<file path="config.mk">
export PLATFORM = sky130hd
export DESIGN_NAME = mpc_access_check
export DESIGN_NICKNAME = d
export VERILOG_FILES = /design/src/rtl/mpc_pkg.sv /design/src/rtl/mpc_region_match.sv /design/src/rtl/mpc_prio_pick.sv /design/src/rtl/mpc_perm_eval.sv /design/src/rtl/mpc_access_check.sv
export SDC_FILE = /design/constraint.sdc
export NUM_CORES = 1
export LEC_CHECK = 0
export BUFFER_PORTS_ARGS = -buffer_cell sky130_fd_sc_hd__buf_2
export CORE_MARGIN = 2
export CORE_UTILIZATION = 30
export DETAILED_ROUTE_END_ITERATION = 8
export HOLD_SLACK_MARGIN = 0.03
export PLACE_DENSITY = 0.51
export SETUP_SLACK_MARGIN = 0.1
export SKIP_LAST_GASP = 1
export SYNTH_ARGS = -nofsm -noshare
export SYNTH_HDL_FRONTEND = slang
export SYNTH_HIERARCHICAL = 1
export SYNTH_SLANG_ARGS = --single-unit
</file>
<file path="constraint.sdc">
create_clock -name clk -period 0.8 [get_ports clk]
set_input_delay 0.08 -clock clk [delete_from_list [all_inputs] [get_ports clk]]
set_output_delay 0.08 -clock clk [all_outputs]
set_load 0.05 [all_outputs]
</file>
<file path="src/rtl/mpc_pkg.sv">
package mpc_pkg;

    localparam int SIZE_W       = 5;
    localparam int SRD_W        = 8;
    localparam int AP_W         = 3;
    localparam int MIN_SIZE     = 4;
    localparam int SUB_MIN_SIZE = 7;

    typedef enum logic [1:0] {
        V_IDLE   = 2'd0,
        V_PERMIT = 2'd1,
        V_FAULT  = 2'd2
    } verdict_e;

    // Permission decode: fetches arrive here as reads.
    function automatic logic ap_allows(input logic [AP_W-1:0] ap,
                                       input logic priv,
                                       input logic wr);
        logic ok;
        unique case (ap)
            3'd1:    ok = priv;
            3'd2:    ok = priv | ~wr;
            3'd3:    ok = 1'b1;
            3'd5:    ok = priv & ~wr;
            3'd6:    ok = ~wr;
            default: ok = 1'b0;
        endcase
        return ok;
    endfunction

endpackage

</file>
<file path="src/rtl/mpc_region_match.sv">
module mpc_region_match
    import mpc_pkg::*;
#(
    parameter int AW = 32
) (
    input  logic [AW-1:0]     addr,
    input  logic [AW-1:0]     base,
    input  logic [SIZE_W-1:0] size,
    input  logic [SRD_W-1:0]  srd,
    input  logic              en,
    output logic              hit
);
    logic [5:0]    span_lg;
    logic [5:0]    sub_shift;
    logic [AW-1:0] diff;
    logic          in_range;
    logic          size_ok;
    logic          sub_on;
    logic [2:0]    sub_idx;

    always_comb begin
        span_lg   = {1'b0, size} + 6'd1;
        sub_shift = {1'b0, size} - 6'd2;
        diff      = addr ^ base;
        in_range  = (diff >> span_lg) == '0;
        size_ok   = size >= SIZE_W'(MIN_SIZE);
        sub_on    = size >= SIZE_W'(SUB_MIN_SIZE);
        sub_idx   = 3'(addr >> sub_shift);
        hit       = en & size_ok & in_range & ~(sub_on & srd[sub_idx]);
    end

endmodule

</file>
<file path="src/rtl/mpc_prio_pick.sv">
module mpc_prio_pick #(
    parameter int N  = 8,
    localparam int IW = (N > 1) ? $clog2(N) : 1
) (
    input  logic [N-1:0]  hits,
    output logic          any,
    output logic [IW-1:0] idx
);
    always_comb begin
        any = 1'b0;
        idx = '0;
        for (int i = 0; i < N; i++) begin
            if (hits[i]) begin
                any = 1'b1;
                idx = IW'(i);
            end
        end
    end

endmodule

</file>
<file path="src/rtl/mpc_perm_eval.sv">
module mpc_perm_eval
    import mpc_pkg::*;
(
    input  logic [AP_W-1:0] ap,
    input  logic            xn,
    input  logic            priv,
    input  logic [1:0]      kind,
    output logic            allow
);
    logic is_fetch;
    logic is_write;

    always_comb begin
        is_fetch = kind[1];
        is_write = (kind == 2'b01);
        allow    = ap_allows(ap, priv, is_write) & ~(is_fetch & xn);
    end

endmodule

</file>
<file path="src/rtl/mpc_access_check.sv">
module mpc_access_check
    import mpc_pkg::*;
#(
    parameter int NREG = 8,
    parameter int AW   = 32,
    localparam int IW  = (NREG > 1) ? $clog2(NREG) : 1
) (
    input  logic                   clk,
    input  logic                   rst_n,
    input  logic                   ctl_enable,
    input  logic                   ctl_guard_handlers,
    input  logic                   ctl_priv_background,
    input  logic                   acc_valid,
    input  logic [AW-1:0]          acc_addr,
    input  logic [1:0]             acc_kind,
    input  logic                   acc_priv,
    input  logic                   acc_handler,
    input  logic [NREG*AW-1:0]     rg_base,
    input  logic [NREG*SIZE_W-1:0] rg_size,
    input  logic [NREG*SRD_W-1:0]  rg_srd,
    input  logic [NREG*AP_W-1:0]   rg_ap,
    input  logic [NREG-1:0]        rg_xn,
    input  logic [NREG-1:0]        rg_en,
    output logic                   res_valid,
    output logic                   res_permit,
    output logic                   res_fault,
    output logic                   res_hit,
    output logic [IW-1:0]          res_region
);
    logic [NREG-1:0] hits;
    logic            any_hit;
    logic [IW-1:0]   pick;
    logic [AP_W-1:0] sel_ap;
    logic            sel_xn;
    logic            region_allow;
    logic            bypass;
    logic            allow;
    logic            use_hit;
    verdict_e        state_q, state_d;
    logic            hit_q;
    logic [IW-1:0]   region_q;

    for (genvar g = 0; g < NREG; g++) begin : g_region
        mpc_region_match #(.AW(AW)) u_match (
            .addr (acc_addr),
            .base (rg_base[g*AW +: AW]),
            .size (rg_size[g*SIZE_W +: SIZE_W]),
            .srd  (rg_srd[g*SRD_W +: SRD_W]),
            .en   (rg_en[g]),
            .hit  (hits[g])
        );
    end

    mpc_prio_pick #(.N(NREG)) u_pick (
        .hits (hits),
        .any  (any_hit),
        .idx  (pick)
    );

    always_comb begin
        sel_ap = rg_ap[pick*AP_W +: AP_W];
        sel_xn = rg_xn[pick];
    end

    mpc_perm_eval u_perm (
        .ap    (sel_ap),
        .xn    (sel_xn),
        .priv  (acc_priv),
        .kind  (acc_kind),
        .allow (region_allow)
    );

    // Decision and next-state selection (GAP / ALLOW / DENY).
    always_comb begin
        bypass = ~ctl_enable | (acc_handler & ~ctl_guard_handlers);
        if (bypass) begin
            allow   = 1'b1;
            use_hit = 1'b0;
        end else if (any_hit) begin
            allow   = region_allow;
            use_hit = 1'b1;
        end else begin
            allow   = acc_priv & ctl_priv_background;
            use_hit = 1'b0;
        end
        if (!acc_valid)  state_d = V_IDLE;
        else if (allow)  state_d = V_PERMIT;
        else             state_d = V_FAULT;
    end

    // State register with the deciding region alongside.
    always_ff @(posedge clk or negedge rst_n) begin
        if (!rst_n) begin
            state_q  <= V_IDLE;
            hit_q    <= 1'b0;
            region_q <= '0;
        end else begin
            state_q  <= state_d;
            hit_q    <= acc_valid & use_hit;
            region_q <= (acc_valid & use_hit) ? pick : '0;
        end
    end

    // Output decode from the verdict state.
    always_comb begin
        res_valid  = 1'b0;
        res_permit = 1'b0;
        res_fault  = 1'b0;
        unique case (state_q)
            V_IDLE:   ;
            V_PERMIT: begin res_valid = 1'b1; res_permit = 1'b1; end
            V_FAULT:  begin res_valid = 1'b1; res_fault  = 1'b1; end
            default:  ;
        endcase
        res_hit    = hit_q;
        res_region = region_q;
    end

endmodule

</file>
### Yosys cells after proc, flatten, opt, wreduce, memory -nomap -nowiden

Index checks and enable logic that the tools add are counted.

| word-level totals | value |
|---|---|
| register bits | 6 |

| cells by class | value |
|---|---|
| bitwise gates (word level) | 60 |
| magnitude comparators | 25 |
| multiplexer cells | 44 |
| shifts and indexed selects | 17 |
| equal/unequal tests | 8 |
| add/subtract/negate cells | 16 |
| multiply operators | 1 |
| reductions and logical operators | 9 |

Operators by type and width:

| operator | number |
|---|---|
| $logic_not A32 Y1 | 8 |
| $shr A32 B6 Y3 | 8 |
| $shr A32 B6 Y32 | 8 |
| $xor A32 B32 Y32 | 8 |
| $ge A5 B3 Y1 const B | 16 |
| $add A5 B1 Y6 const B | 8 |
| $sub A5 B2 Y6 const B | 8 |
| $and A1 B1 Y1 | 38 |
| $lt A3 B4 Y1 const B | 9 |
| $bmux W1 S3 | 9 |
| $mux W1 | 25 |
| $shiftx A24 B6 Y3 | 1 |
| $mux W3 | 5 |
| $not A1 Y1 | 12 |
| $mux W2 | 4 |
| $eq A3 B2 Y1 const B | 2 |
| $eq A3 B3 Y1 const B | 2 |
| $mul A3 B2 Y5 const B | 1 |
| $pmux W1 S5 | 1 |
| $eq A2 B1 Y1 const B | 2 |
| $eq A3 B1 Y1 const B | 1 |
| $eq A2 B2 Y1 const B | 1 |
| $or A1 B1 Y1 | 2 |
| $reduce_or A2 Y1 | 1 |

### Depth between registers and ports, before layout

| depth | value |
|---|---|
| word-level depth | 23 |
| depth in mapped cells | 28 |
| gate-level depth less buffers | 22 |

### Hierarchy

Netlist, hierarchy kept.

Modules (own cells, without submodules):

| module | area each (um^2) | cells each | instances |
|---|---|---|---|
| mpc_region_match | 1909.3 | 219 | 8 |
| mpc_access_check | 529.3 | 49 | 1 |
| mpc_prio_pick | 57.6 | 12 | 1 |
| mpc_perm_eval | 42.5 | 8 | 1 |

### Worst setup path after synthesis

Ideal clock, no wire load.

| path | value |
|---|---|
| path kind | in2reg |
| from | input rg_size[11] |
| to | register state_q[0] |
| buffers on the path | 5 |
| path slack | -4228 ps |
| cell stages on the path | 27 |
| setup time | 119 ps |
| arrival time | 4910 ps |
| cell sequence | buf_2 -> buf_4 -> buf_2 -> inv_1 -> ha_1 -> buf_2 -> mux2_2 -> mux4_2 -> o32ai_1 -> a311oi_2 -> mux2i_1 -> nor4b_2 -> nor2_1 -> o211a_1 -> clkinv_1 -> a21oi_1 -> o31ai_1 -> buf_6 -> mux4_1 -> nand2_1 -> nand2_1 -> or3b_1 -> a21oi_1 -> a211oi_1 -> nand2_1 -> o21ai_0 -> o21a_1 |

| on the way | value |
|---|---|
| word-level cells in the longest chain between the ends | 22 |
| elaborated cells on any way between the ends | 43 |
| those cells by class | add/sub (2); mul (1); order compare (2); eq/ne (5); shift (3); mux (21); bitwise (8); reduce/logical (1) |

RTL lines:

| element | RTL line | text |
|---|---|---|
| from (decl) | mpc_access_check.sv:19 | `input logic [NREG*SIZE_W-1:0] rg_size,` |
| $sub A5 B2 Y6 | mpc_region_match.sv:23 | `sub_shift = {1'b0, size} - 6'd2;` |
| $shr A32 B6 Y3 | mpc_region_match.sv:28 | `sub_idx = 3'(addr >> sub_shift);` |
| $bmux W1 S3 | mpc_region_match.sv:29 | `hit = en & size_ok & in_range & ~(sub_on & srd[sub_idx]);` |
| $mux W1 (not written as such) | mpc_region_match.sv:29 |  |
| $and A1 B1 Y1 | mpc_region_match.sv:29 |  |
| $not A1 Y1 | mpc_region_match.sv:29 |  |
| $and A1 B1 Y1 (*) | mpc_region_match.sv:29 |  |
| via hits[2] | mpc_access_check.sv:30 | `logic [NREG-1:0] hits;` |
| [... 6 more ...] | n/a |  |
| via pick[0] | mpc_access_check.sv:32 | `logic [IW-1:0] pick;` |
| [... 2 more ...] | n/a |  |
| via sel_ap[0] | mpc_access_check.sv:33 | `logic [AP_W-1:0] sel_ap;` |
| [... 1 more ...] | n/a |  |
| $pmux W1 S5 (*) | mpc_pkg.sv:20 | `unique case (ap)` |
| $and A1 B1 Y1 (*) | mpc_perm_eval.sv:16 | `allow = ap_allows(ap, priv, is_write) & ~(is_fetch & xn);` |
| via region_allow | mpc_access_check.sv:35 | `logic region_allow;` |
| $mux W1 (*) | mpc_access_check.sv:79 | `end else if (any_hit) begin` |
| $mux W1 (*) | mpc_access_check.sv:76 | `if (bypass) begin` |
| $mux W2 (*) | mpc_access_check.sv:87 | `else if (allow) state_d = V_PERMIT;` |
| $mux W2 (*) | mpc_access_check.sv:86 | `if (!acc_valid) state_d = V_IDLE;` |
| via state_d[0] | mpc_access_check.sv:39 | `verdict_e state_q, state_d;` |
| to (signal assigned) | mpc_access_check.sv:98 | `state_q <= state_d;` |
| to (decl) | mpc_access_check.sv:39 |  |

Mark *: on every way through the listed nets, which the timed path passes. The rest lies on a longest branch. The select of a mux whose other input is x is not followed.

### Worst setup path after layout

| path | value |
|---|---|
| from | input acc_addr[2] |
| to | register state_q[1] |

| on the way | value |
|---|---|
| word-level cells in the longest chain between the ends | 22 |
| elaborated cells on any way between the ends | 112 |
| those cells by class | mul (1); eq/ne (5); shift (17); mux (38); bitwise (43); reduce/logical (8) |

RTL lines:

| element | RTL line | text |
|---|---|---|
| from (decl) | mpc_access_check.sv:14 | `input logic [AW-1:0] acc_addr,` |
| $shr A32 B6 Y3 | mpc_region_match.sv:28 |  |
| $bmux W1 S3 | mpc_region_match.sv:29 |  |
| $mux W1 (not written as such) | mpc_region_match.sv:29 |  |
| $and A1 B1 Y1 | mpc_region_match.sv:29 |  |
| $not A1 Y1 | mpc_region_match.sv:29 |  |
| $and A1 B1 Y1 (*) | mpc_region_match.sv:29 |  |
| via hits[1] | mpc_access_check.sv:30 |  |
| $mux W1 (*) | mpc_prio_pick.sv:13 | `if (hits[i]) begin` |
| [... 6 more ...] | n/a |  |
| via pick[0] | mpc_access_check.sv:32 |  |
| [... 2 more ...] | n/a |  |
| via sel_ap[0] | mpc_access_check.sv:33 |  |
| [... 1 more ...] | n/a |  |
| $pmux W1 S5 (*) | mpc_pkg.sv:20 |  |
| $and A1 B1 Y1 (*) | mpc_perm_eval.sv:16 |  |
| via region_allow | mpc_access_check.sv:35 |  |
| $mux W1 (*) | mpc_access_check.sv:79 |  |
| $mux W1 (*) | mpc_access_check.sv:76 |  |
| $mux W2 (*) | mpc_access_check.sv:87 |  |
| $mux W2 (*) | mpc_access_check.sv:86 |  |
| via state_d[1] | mpc_access_check.sv:39 |  |

Marks and branches as above.

==> results.toml <==
[pwr]
p_total_mw = 19.4
peakVddDrop_mv = 0.591
leakage_nw = 10.9
p_per_area_mw_per_mm2 = 774

[finish]
syn2layout_area_growth_pct = 57.6
fin_area_mm2 = 0.0251
final_common_cell = "buf_4"
finish.utilization = 0.478
drive_above_1_share = 0.530
final_cell_mix = "buf_4, buf_2, xnor2_1"
nets = 3286

[status]
status = "finished, violations left"
failed_checks = "setup timing"

[die]
dieArea_mm2 = 0.0549
fp.dieH_um = 234
core.rowCount = 84
die_w_um = 234
io_pins = 449
start_util = 0.303
coreArea_mm2 = 0.0524

[detailed_routing]
routed_wirelength_um = 84200
drt_iter0_markers = 1582
drc = 0
via_count = 20300
ant_nets = 0
avgRoutedWirePerCell_um = 24.0
firstDrtPassIters = 6
viasPerCell = 5.77

[setup_path]
crit_end = "state_q[1]"
arrival_ns = 4.60
critPathCaptureType = "flip-flop"
critPathKind = "in2reg"
cp_max_fo = 9
required_ns = 0.93
cp-start-kind = "primary input"
crit_start = "acc_addr[2]"

[synthesis]
synth_area_per_cell_um2 = 8.73
yosys.cell_types.count = 58
netlist_area_mm2 = 0.0159
ys.flop_type = "dfrtp_1"
synth_seq_area_share = 0.00944
syn_inst = 1821
synth.ff_latch_count = 6
synth_warnings = 6
synth_edf_count = 0
synthesis.nets = 2281
postSynth.asyncResetShare = 1.00

[hold_path]
hold_path.class = "in2reg"
worstHoldStart = "acc_valid"

[global_routing]
grt_pass1_vias = 20400
antenna_found_initial = 6
grt_pass1_wl_um = 123000
grt_use_total = 0.294
grt_overflow_total = 0
grt_max_degree = 37

[timing]
fin_crit_sh = 5.58
finalHoldViolCount = 0
slew_headroom = 0.630
setup_ws_ns = -3.67
worstMarginPinSlew_ns = 0.555
period_needed_ns = 4.47
report.final.slew_viol_count = 0
setup_viol = 13
fin_tns_setup_ns = -19.47
timing.fmax_mhz = 224
rsz0062_at_grt = "yes"

[place]
portBuffers = 440
dpl.hpwl_um = 68300
place.gp.congestion = 0.966
place_area_mm2 = 0.0237

[job]
max-cap-violations = 0

[clocking]
cts_tree = "yes"
cts.sinks = 6
path_clk_slew_ns = 0.03
cts_buffer_depth = 2
cts_root_buf = "clkbuf_16"
cts_made_buffers = 3
htreeDepth = 1
==> worst min path at each step <==
stage | end | slack [ns] | cells past startpoint
floorplan | res_hit | -0.22 | 0
CTS | state_q[1] | 0.11 | 3
detailed placement | state_q[1] | -0.09 | 1
global placement | res_region[1] | -0.09 | 1
global route | state_q[1] | 0.12 | 3
finish | state_q[1] | 0.12 | 3
==> per-stage QoR <==
| stage | instances | hold WS (ns) | worst slack, ns |
|---|---|---|---|
| after global placement | 3465 | -0.0948 | -4.38 |
| after CTS | 3502 | 0.113 | -3.64 |
| after global routing | 3513 | 0.124 | -3.78 |
| final | 3515 | 0.123 | -3.67 |
| after floorplan | 1821 | -0.216 | -3.74 |
| after detailed placement | 3465 | -0.0888 | -4.34 |
==> sequential cells by signal, summed over array words and instances, names as in the netlist <==
name and cells:
res_hit 1, res_region 3, state_q 2
==> synth_stat cells, types with 18 or more instances <==
library cell | n | area (um^2)
xnor2_1 | 184 | 1610
buf_2 | 64 | 320
ha_1 | 18 | 225
o21ai_0 | 52 | 260
nor2_1 | 111 | 417
inv_1 | 59 | 221
mux4_2 | 160 | 3600
mux2i_1 | 168 | 1680
buf_4 | 32 | 240
o32ai_1 | 24 | 210
o21ai_1 | 24 | 120
xor2_1 | 96 | 841
o31ai_1 | 18 | 135
o211ai_1 | 40 | 300
nand3_1 | 64 | 320
mux2_2 | 64 | 721
nand2_1 | 153 | 574
a31oi_1 | 24 | 150
a21oi_1 | 59 | 295
nor3_1 | 33 | 165
buf_6 | 25 | 282
o22ai_1 | 56 | 350
==> power by group <==
part / leakage, nW / internal, mW / switching, mW
sequential: 0.0816 / 0.313 / 0.00742
combinational: 10.8 / 9.46 / 8.80
clock: 0.0370 / 0.641 / 0.165
==> cell type report <==
class                           instances  area [um^2]
Clock buffer                            3         75.1
Timing Repair Buffer                 1130         8440
Fill cell                            5091        27400
Tap cell                              688          861
Multi-Input combinational cell       1625        15300
Antenna cell                            3         7.51
Inverter                               60          259
Sequential cell                         6          150
==> layer usage <==
metal	up-vias	GRT usage	part of all wire	wire length, um
met1	9985	0.390	0.41	34800
met5	-	0	0.00045	38
met3	185	0.0489	0.087	7300
li1	9115	-	-	-
met4	8	0.0734	0.032	2660
met2	980	0.496	0.47	39400
==> critical path: stages <==
cell	delay, ns
buf_2	0.15
buf_12	0.16
buf_6	0.14
mux4_2	0.47
nand3_1	0.09
nand4_1	0.13
a211oi_2	0.28
buf_6	0.20
mux2i_4	0.28
mux2i_2	0.12
a21oi_2	0.19
o211a_1	0.24
a21oi_4	0.11
o31ai_4	0.21
buf_6	0.16
mux4_2	0.50
nand2_2	0.09
nand2_2	0.05
or3b_4	0.39
a21oi_4	0.13
a211oi_2	0.05
nand2_1	0.09
o21ai_2	0.07
nor3_1	0.20
==> kinds of logic after synthesis <==
group,Yosys count,share of synthesized area
mux,400,0.391
buf+inv,190,0.0692
fa+ha+maj,18,0.0142
compound gates,436,0.195
xor+xnor,288,0.168
flops,6,0.00944
simple gates,483,0.153
==> what timing repair did <==
action,in CTS,in global routing
endpoints found under the hold margin,6,0
cloned,1,0
hold buffers,1,0
pin swaps,26,31
setup buffers,32,21
gates resized for setup,175,73
setup endpoints to repair,13,13
(Power assumes the default switching activity.)
